--- config.mk ---
export PLATFORM = sky130hd
export DESIGN_NAME = usb_busreset_detect
export DESIGN_NICKNAME = d
export VERILOG_FILES = /design/src/rtl/usb_busreset_pkg.sv /design/src/rtl/se0_sampler.sv /design/src/rtl/se0_timer.sv /design/src/rtl/reset_sequencer.sv /design/src/rtl/status_flag.sv /design/src/rtl/usb_busreset_detect.sv
export SDC_FILE = /design/constraint.sdc
export NUM_CORES = 1
export LEC_CHECK = 0
export CAP_MARGIN = 20
export CORE_AREA = 4 4 41 43
export CTS_CLUSTER_DIAMETER = 50
export CTS_CLUSTER_SIZE = 14
export DETAILED_ROUTE_END_ITERATION = 8
export DIE_AREA = 0 0 45 47
export DONT_BUFFER_PORTS = 1
export GPL_TIMING_DRIVEN = 0
export PLACE_DENSITY = 0.68
export SLEW_MARGIN = 20
export SYNTH_ARGS = -nofsm -noshare
export SYNTH_HDL_FRONTEND = slang
export SYNTH_SLANG_ARGS = --single-unit
export TNS_END_PERCENT = 10
--- constraint.sdc ---
create_clock -name clk -period 1.41 [get_ports clk]
set_clock_uncertainty 0.2 [all_clocks]
set_input_delay 0.2115 -clock clk [delete_from_list [all_inputs] [get_ports clk]]
set_output_delay 0.2115 -clock clk [all_outputs]
set_load 0.05 [all_outputs]
--- src/rtl/usb_busreset_pkg.sv ---
package usb_busreset_pkg;
   // Control state of the reset event sequencer
   typedef enum logic [0:0] {
      ST_IDLE  = 1'b0,
      ST_INRST = 1'b1
   } rst_state_e;

   // Bundle of one-cycle event outputs
   typedef struct packed {
      logic clr_addr;
      logic clr_hub;
      logic abort;
      logic irq;
   } rst_events_t;
endpackage

--- src/rtl/se0_sampler.sv ---
module se0_sampler #(
   parameter bit SAMPLE_REG = 1'b1
) (
   input  logic clk,
   input  logic rst_n,
   input  logic dp,
   input  logic dm,
   output logic se0
);
   logic se0_raw;
   assign se0_raw = ~dp & ~dm;

   generate
      if (SAMPLE_REG) begin : g_reg
         logic se0_q;
         always_ff @(posedge clk or negedge rst_n) begin
            if (!rst_n) se0_q <= 1'b0;
            else        se0_q <= se0_raw;
         end
         assign se0 = se0_q;
      end else begin : g_comb
         assign se0 = se0_raw;
      end
   endgenerate
endmodule

--- src/rtl/se0_timer.sv ---
module se0_timer #(
   parameter int unsigned SE0_CYCLES = 168
) (
   input  logic clk,
   input  logic rst_n,
   input  logic se0,
   output logic detect
);
   localparam int unsigned CW = $clog2(SE0_CYCLES + 1);
   localparam logic [CW-1:0] LAST = CW'(SE0_CYCLES - 1);
   localparam logic [CW-1:0] SAT  = CW'(SE0_CYCLES);

   logic [CW-1:0] cnt_q;

   // Count consecutive SE0 samples, restart on any other sample, hold at SAT
   always_ff @(posedge clk or negedge rst_n) begin
      if (!rst_n)          cnt_q <= '0;
      else if (!se0)       cnt_q <= '0;
      else if (cnt_q != SAT) cnt_q <= cnt_q + 1'b1;
   end

   // The threshold sample itself is the moment of recognition
   assign detect = se0 && (cnt_q == LAST);

   assert_cnt_bounded_R3: assert property (@(posedge clk) disable iff (!rst_n)
      cnt_q <= SAT);
   assert_restart_R3: assert property (@(posedge clk) disable iff (!rst_n)
      !se0 |=> (cnt_q == '0));
endmodule

--- src/rtl/reset_sequencer.sv ---
module reset_sequencer
   import usb_busreset_pkg::*;
(
   input  logic        clk,
   input  logic        rst_n,
   input  logic        se0,
   input  logic        detect,
   input  logic        por_busy,
   output rst_events_t ev
);
   rst_state_e  st_q;
   rst_events_t ev_q;

   always_ff @(posedge clk or negedge rst_n) begin
      if (!rst_n) begin
         st_q <= ST_IDLE;
         ev_q <= '0;
      end else begin
         ev_q.clr_addr <= detect;
         ev_q.clr_hub  <= detect;
         ev_q.abort    <= detect & por_busy;
         ev_q.irq      <= (st_q == ST_INRST) & ~se0;
         case (st_q)
            ST_IDLE:  if (detect) st_q <= ST_INRST;
            ST_INRST: if (!se0)   st_q <= ST_IDLE;
            default:              st_q <= ST_IDLE;
         endcase
      end
   end

   assign ev = ev_q;

   assert_strobe_single_R4: assert property (@(posedge clk) disable iff (!rst_n)
      ev_q.clr_addr |=> !ev_q.clr_addr);
   assert_irq_single_R7: assert property (@(posedge clk) disable iff (!rst_n)
      ev_q.irq |=> !ev_q.irq);
   assert_irq_after_release_R7: assert property (@(posedge clk) disable iff (!rst_n)
      ev_q.irq |-> !$past(se0));
   assert_abort_gated_R8: assert property (@(posedge clk) disable iff (!rst_n)
      ev_q.abort |-> ev_q.clr_addr);
endmodule

--- src/rtl/status_flag.sv ---
module status_flag (
   input  logic clk,
   input  logic rst_n,
   input  logic set_ev,
   input  logic fw_wr,
   input  logic fw_wdata,
   output logic status
);
   logic st_q;
   logic clr_req;
   assign clr_req = fw_wr & ~fw_wdata;

   // Hardware set takes priority over a firmware clear in the same cycle
   always_ff @(posedge clk or negedge rst_n) begin
      if (!rst_n)       st_q <= 1'b0;
      else if (set_ev)  st_q <= 1'b1;
      else if (clr_req) st_q <= 1'b0;
   end
   assign status = st_q;

   assert_status_sticky_R5: assert property (@(posedge clk) disable iff (!rst_n)
      (st_q && !clr_req) |=> st_q);
   assert_status_clear_R6: assert property (@(posedge clk) disable iff (!rst_n)
      (clr_req && !set_ev) |=> !st_q);
endmodule

--- src/rtl/usb_busreset_detect.sv ---
module usb_busreset_detect
   import usb_busreset_pkg::*;
#(
   parameter int unsigned SE0_CYCLES = 168,
   parameter int unsigned WIN_MIN    = 144,
   parameter int unsigned WIN_MAX    = 192,
   parameter bit          SAMPLE_REG = 1'b1
) (
   input  logic clk,
   input  logic rst_n,
   input  logic dp,
   input  logic dm,
   input  logic por_busy,
   input  logic fw_wr,
   input  logic fw_wdata,
   output logic rst_status,
   output logic clr_addr_stb,
   output logic clr_hub_stb,
   output logic por_abort,
   output logic rst_irq
);
   initial begin
      assert (SE0_CYCLES >= 2)
         else $error("SE0_CYCLES must be at least 2");
      assert (SE0_CYCLES >= WIN_MIN && SE0_CYCLES < WIN_MAX)
         else $error("SE0_CYCLES outside acceptance window");
   end

   logic        se0;
   logic        detect;
   rst_events_t ev;

   se0_sampler #(.SAMPLE_REG(SAMPLE_REG)) u_samp (
      .clk(clk), .rst_n(rst_n), .dp(dp), .dm(dm), .se0(se0));

   se0_timer #(.SE0_CYCLES(SE0_CYCLES)) u_timer (
      .clk(clk), .rst_n(rst_n), .se0(se0), .detect(detect));

   reset_sequencer u_seq (
      .clk(clk), .rst_n(rst_n), .se0(se0), .detect(detect),
      .por_busy(por_busy), .ev(ev));

   status_flag u_stat (
      .clk(clk), .rst_n(rst_n), .set_ev(detect), .fw_wr(fw_wr),
      .fw_wdata(fw_wdata), .status(rst_status));

   assign clr_addr_stb = ev.clr_addr;
   assign clr_hub_stb  = ev.clr_hub;
   assign por_abort    = ev.abort;
   assign rst_irq      = ev.irq;

   assert_strobe_pair_R4: assert property (@(posedge clk) disable iff (!rst_n)
      clr_addr_stb == clr_hub_stb);
   assert_status_on_strobe_R5: assert property (@(posedge clk) disable iff (!rst_n)
      clr_addr_stb |-> rst_status);
endmodule

### Word-level counts from Yosys, hierarchy flattened

Index checks and enable logic that the tools add are counted.

* word-level logic and storage cells: 29
* bits of input ports: 7
* register bits after elaboration: 14
* output and inout port bits: 5

* equality and inequality tests: 3
* bitwise operators: 9
* reduce and logical (&&, ||, !) cells: 2
* mux-type cells: 7
* $add $sub $neg: 1

Operators with widths (number)
* two-way mux 8 bit: 2
* adder 8 x 1 -> 8 bit, second input constant: 1
* equality test 8 bit, second input constant: 1
* inequality test 8 bit, second input constant: 1
* inverter 1 bit: 5
* AND 1 bit: 4
* two-way mux 1 bit: 4
* inequality test 2 x 1 -> 1 bit, second input constant: 1
* one-hot mux 1 bit (2 select lines): 1
* nonzero test 2 bit: 1
* logical AND 1 bit: 1

### Longest topological paths before layout

* depth in word-level cells: 4
* depth in mapped cells: 5
* mapped depth without buffers: 5

### Hierarchy

Synthesis repeated with hierarchy kept, for this count alone.

* cells, all modules: 61
* area, all modules: 664.4 um^2

By module, submodules not included
* se0_timer: cells an instance 48, area an instance 461.7 um^2, seq. area each 200.2 um^2, times used 1
* reset_sequencer: cells an instance 8, area an instance 135.1 um^2, seq. area each 100.1 um^2, times used 1
* status_flag: cells an instance 3, area an instance 38.8 um^2, seq. area each 25.0 um^2, times used 1
* se0_sampler: cells an instance 2, area an instance 28.8 um^2, seq. area each 25.0 um^2, times used 1

### Worst setup path before layout

Ideal clock, no wire load.

* path type: register -> register
* start point: register u_timer.cnt_q[0]
* end point: register u_timer.cnt_q[6]
* setup slack: -0.010 ns
* buffers on the path: 0
* stages on the path, launching flop included: 5
* arrival time: 1.142 ns
* cells stage by stage: dfrtp_1 ha_1 nand2_1 or3_1 a21boi_1

* longest elaborated chain between the ends: 3
* elaborated cells between the ends (all ways): 5
* those cells by class: add/sub: 1; eq/ne: 2; mux: 2

Ends and longest elaborated chain
* start, declared: line se0_timer.sv:13 `logic [CW-1:0] cnt_q;`
* start signal, assigned: line se0_timer.sv:19 `else if (cnt_q != SAT) cnt_q <= cnt_q + 1'b1;`
* adder 8 x 1 -> 8 bit: line se0_timer.sv:19
* two-way mux 8 bit: line se0_timer.sv:19
* two-way mux 8 bit: line se0_timer.sv:18 `else if (!se0) cnt_q <= '0;`

Parallel ways exist; a longest one is shown, timed or not. The select of a mux whose other input is x is not followed.
A chain may end at the register's enable or synchronous reset.

### Worst setup path after layout

* start point: register u_timer.cnt_q[6]
* end point: register u_seq.ev_q (netlist bit u_seq.ev[1])

* longest elaborated chain between the ends: 3

Ends and longest elaborated chain
* equality test 8 bit: line se0_timer.sv:23 `assign detect = se0 && (cnt_q == LAST);`
* logical AND 1 bit: line se0_timer.sv:23
* via detect: line usb_busreset_detect.sv:30 `logic detect;`
* AND 1 bit: line reset_sequencer.sv:21 `ev_q.abort <= detect & por_busy;`
* end, declared: line reset_sequencer.sv:12 `rst_events_t ev_q;`

The timed path passes the listed nets, and every way through them passes these cells.

==> results.py <==
metrics = {
    "run_status": {
        "status": "finished, violations left",
        "violations": "setup timing",
    },
    "drt": {
        "viasPerCell": 5.222,
        "routed_wl_um": 1213,
        "vias": 470,
        "drcViolationCount": 0,
        "avgRoutedWirePerCell_um": 13.48,
        "initialDrtViolationCount": 3,
        "ant_nets": 0,
        "drtPass1Iterations": 3,
    },
    "floorplan": {
        "core_um2": 1301,
        "num_io_pins": 12,
        "dieWidth_um": 45,
        "rows": 13,
        "start_util_pct": 51.73,
        "die_h_um": 47,
        "dieArea_um2": 2115,
    },
    "yosys": {
        "ys_seq_area_share_pct": 52.04,
        "syn_area_per_cell_um2": 11.41,
        "yosys.area.top_type_share_pct": 52.04,
        "ys_ff_latch": 14,
        "synth_area_leader_cell": "dfrtp_1",
        "synth.most_common_cell": "dfrtp_1",
        "synthFlopType": "dfrtp_1",
        "synth_edf_count": 0,
        "ys.warnings.count": 0,
        "ys_async_sr_fraction_pct": 100.0,
        "synth_area_um2": 673.1,
        "ys_types": 24,
        "synth_common_cells": "14 x dfrtp_1, 9 x nand2_1, 3 x and2_1, 3 x inv_1, 3 x mux2i_1",
        "synth_nets": 68,
        "ys_top_cells_by_area": "dfrtp_1 52%, nand2_1 5.0%, mux2i_1 4.5%",
        "netlist_instances": 59,
    },
    "layout": {
        "diodes": 0,
        "syn_to_final_growth_pct": 30.30,
        "final_nets": 85,
        "drive_gt1_share_pct": 33.33,
        "fin_cells": 90,
    },
    "grt": {
        "gr-total-overflow": 0,
        "antenna_found_initial": 0,
        "grt_pass1_wl_um": 2111,
        "grt_max_degree": 15,
        "grt_pass1_vias": 461,
        "track_usage_pct": 14.06,
    },
    "sta": {
        "hold_viol": 0,
        "rsz0062_at_grt": "yes",
        "maxSlewViolCount": 0,
        "fmax_mhz": 689.1,
        "finalCritPeriodShare_pct": 102.9,
        "fin_tns_setup_ns": -0.1014,
        "hold_slack_ns": 0.1901,
        "tightest_slew_ns": 0.6235,
        "setup_viol": 4,
        "relSlewSlack_pct": 58.30,
        "final.min_clock_period_ns": 1.451,
        "worst_slack_ns": -0.04115,
    },
    "clock_tree": {
        "cts-buffers-inserted": 3,
        "clk_pin_slew_ns": 0.08,
        "clkLatencyLatePin_ns": 0.27,
        "cts_tree": "built",
        "cts_sinks": 14,
        "cts_htree_levels": 1,
        "cts.path.max_buffers": 2,
        "cts-root-buf": "clkbuf_4",
    },
    "setup_path": {
        "r2r-start": "u_timer.cnt_q[6]",
        "r2r-end": "u_seq.ev[1]",
        "startpoint_type": "register",
        "worstPathMaxFanout": 4,
        "worstPathArrival_ns": 1.46,
        "ff2ff_path_depth": 3,
        "end_kind": "register",
        "critical_path_required_ns": 1.42,
        "slowest_delay_ns": 0.40,
        "critical_path_class": "reg -> reg",
        "r2r_slack_ns": -0.04,
        "critPathSlowestCell": "dfrtp_1",
        "crit_chain": "nand4bb_4 > nor4b_4 > and2_1",
    },
    "place": {
        "hpwl_um": 813.4,
        "portBuffers": 0,
        "gp_congestion": 0.7300,
        "dp_cells": 74,
    },
    "power": {
        "power_density_nw_per_um2": 838.5,
        "pwr-share-comb_pct": 6.1,
        "clockPowerShare_pct": 37.9,
        "power_leakage_uw": 0.0003686,
        "p_sw_share_pct": 20.28,
        "pwr-share-seq_pct": 55.9,
        "power_uw": 735.4,
        "switching_power_uw": 149.1,
        "p_int_uw": 586.3,
        "irDropWorstVdd_uv": 530.2,
    },
    "job": {
        "max_cap_viol_count": 0,
    },
    "min_path": {
        "hp-class": "in -> async",
    },
}
==> final cells by class <==
| type | count | area (um^2) |
|---|---|---|
| Buffer | 2 | 20.02 |
| Clock buffer | 4 | 36.28 |
| Fill cell | 101 | 424.2 |
| Inverter | 3 | 11.26 |
| Multi-Input combinational cell | 40 | 331.6 |
| Sequential cell | 14 | 354.1 |
| Tap cell | 15 | 18.77 |
| Timing Repair Buffer | 12 | 105.1 |
==> worst max-delay path, delay by kind of cell, from the launching register on <==
family	cells	cell delay, ns
simple gates	3	0.79
flops	1	0.40
==> layer usage <==
layer | track usage (%) | up-vias | share of wire (%)
li1 | - | 229 | -
met1 | 18.14 | 234 | 45
met2 | 22.88 | 7 | 52
met3 | 3.448 | 0 | 3.4
met4 | 5.263 | 0 | 0
met5 | 0 | - | 0
==> cells by family after synthesis <==
family,after synthesis,synth area share (%)
xor+xnor,2,2.603
flops,14,52.05
mux,3,4.461
simple gates,26,26.95
fa+ha+maj,2,3.717
buf+inv,5,3.345
compound gates,7,6.877
==> worst max path at each step <==
stage / start / endpoint / slack, ns
after global routing: u_timer.cnt_q[0] / u_timer.cnt_q[0] / -0.10
after detailed placement: u_timer.cnt_q[4] / u_timer.cnt_q[0] / -0.07
after global placement: u_timer.cnt_q[4] / u_timer.cnt_q[0] / -0.05
after CTS: u_timer.cnt_q[4] / u_seq.ev[1] / -0.04
final: u_timer.cnt_q[6] / u_seq.ev[1] / -0.04
after floorplan: u_timer.cnt_q[1] / u_timer.cnt_q[6] / 0.02
==> power by group through the flow <==
stage                     Combinational (uW)  Sequential, uW  Clock, uW
after CTS                               40.0             411        292
after detailed placement                16.7             419          0
final                                   45.1             411        279
after global placement                  16.2             419          0
after floorplan                         13.6             417          0
after global routing                    52.4             412        314
==> layout by cell type (no fill, tap or decap), drive strengths merged <==
master / n
dfrtp: 14
nand2: 9
buf: 7
dlygate4sd3: 6
clkbuf: 5
and2: 3
mux2i: 3
inv: 3
nand3: 3
a21o: 2
nand2b: 2
o21ai: 2
or3: 2
a21boi: 2
xnor2: 2
nor3: 2
ha: 2
nor2: 1
nand4bb: 1
nor4b: 1
nor2b: 1
nand3b: 1
o22ai: 1
==> per-stage QoR <==
step	utilization (%)	worst slack (ns)	instance area (um^2)
5_1_grt	67.40	-0.1028	877.1
3_3_place_gp	53.56	-0.05094	696.9
4_1_cts	63.94	-0.03658	832.0
2_1_floorplan	-	0.01816	678.2
3_5_place_dp	53.56	-0.06518	696.9
6_report	67.40	-0.04115	877.1
==> repair_timing <==
item | 4_1_cts | 5_1_grt
pin swaps | 4 | 3
setup endpoints to repair | 9 | 13
hold buffers | 6 | 0
buffers inserted | 3 | 3
resized for setup | 5 | 8
endpoints found under the hold margin | 17 | 0
==> flip-flops by register name (all words and copies together), names as in the netlist <==
register       flops
u_timer.cnt_q      8
u_seq.st_q         1
u_stat.status      1
u_samp.se0         1
u_seq.ev           3
Power figures use the tool's default switching activity.
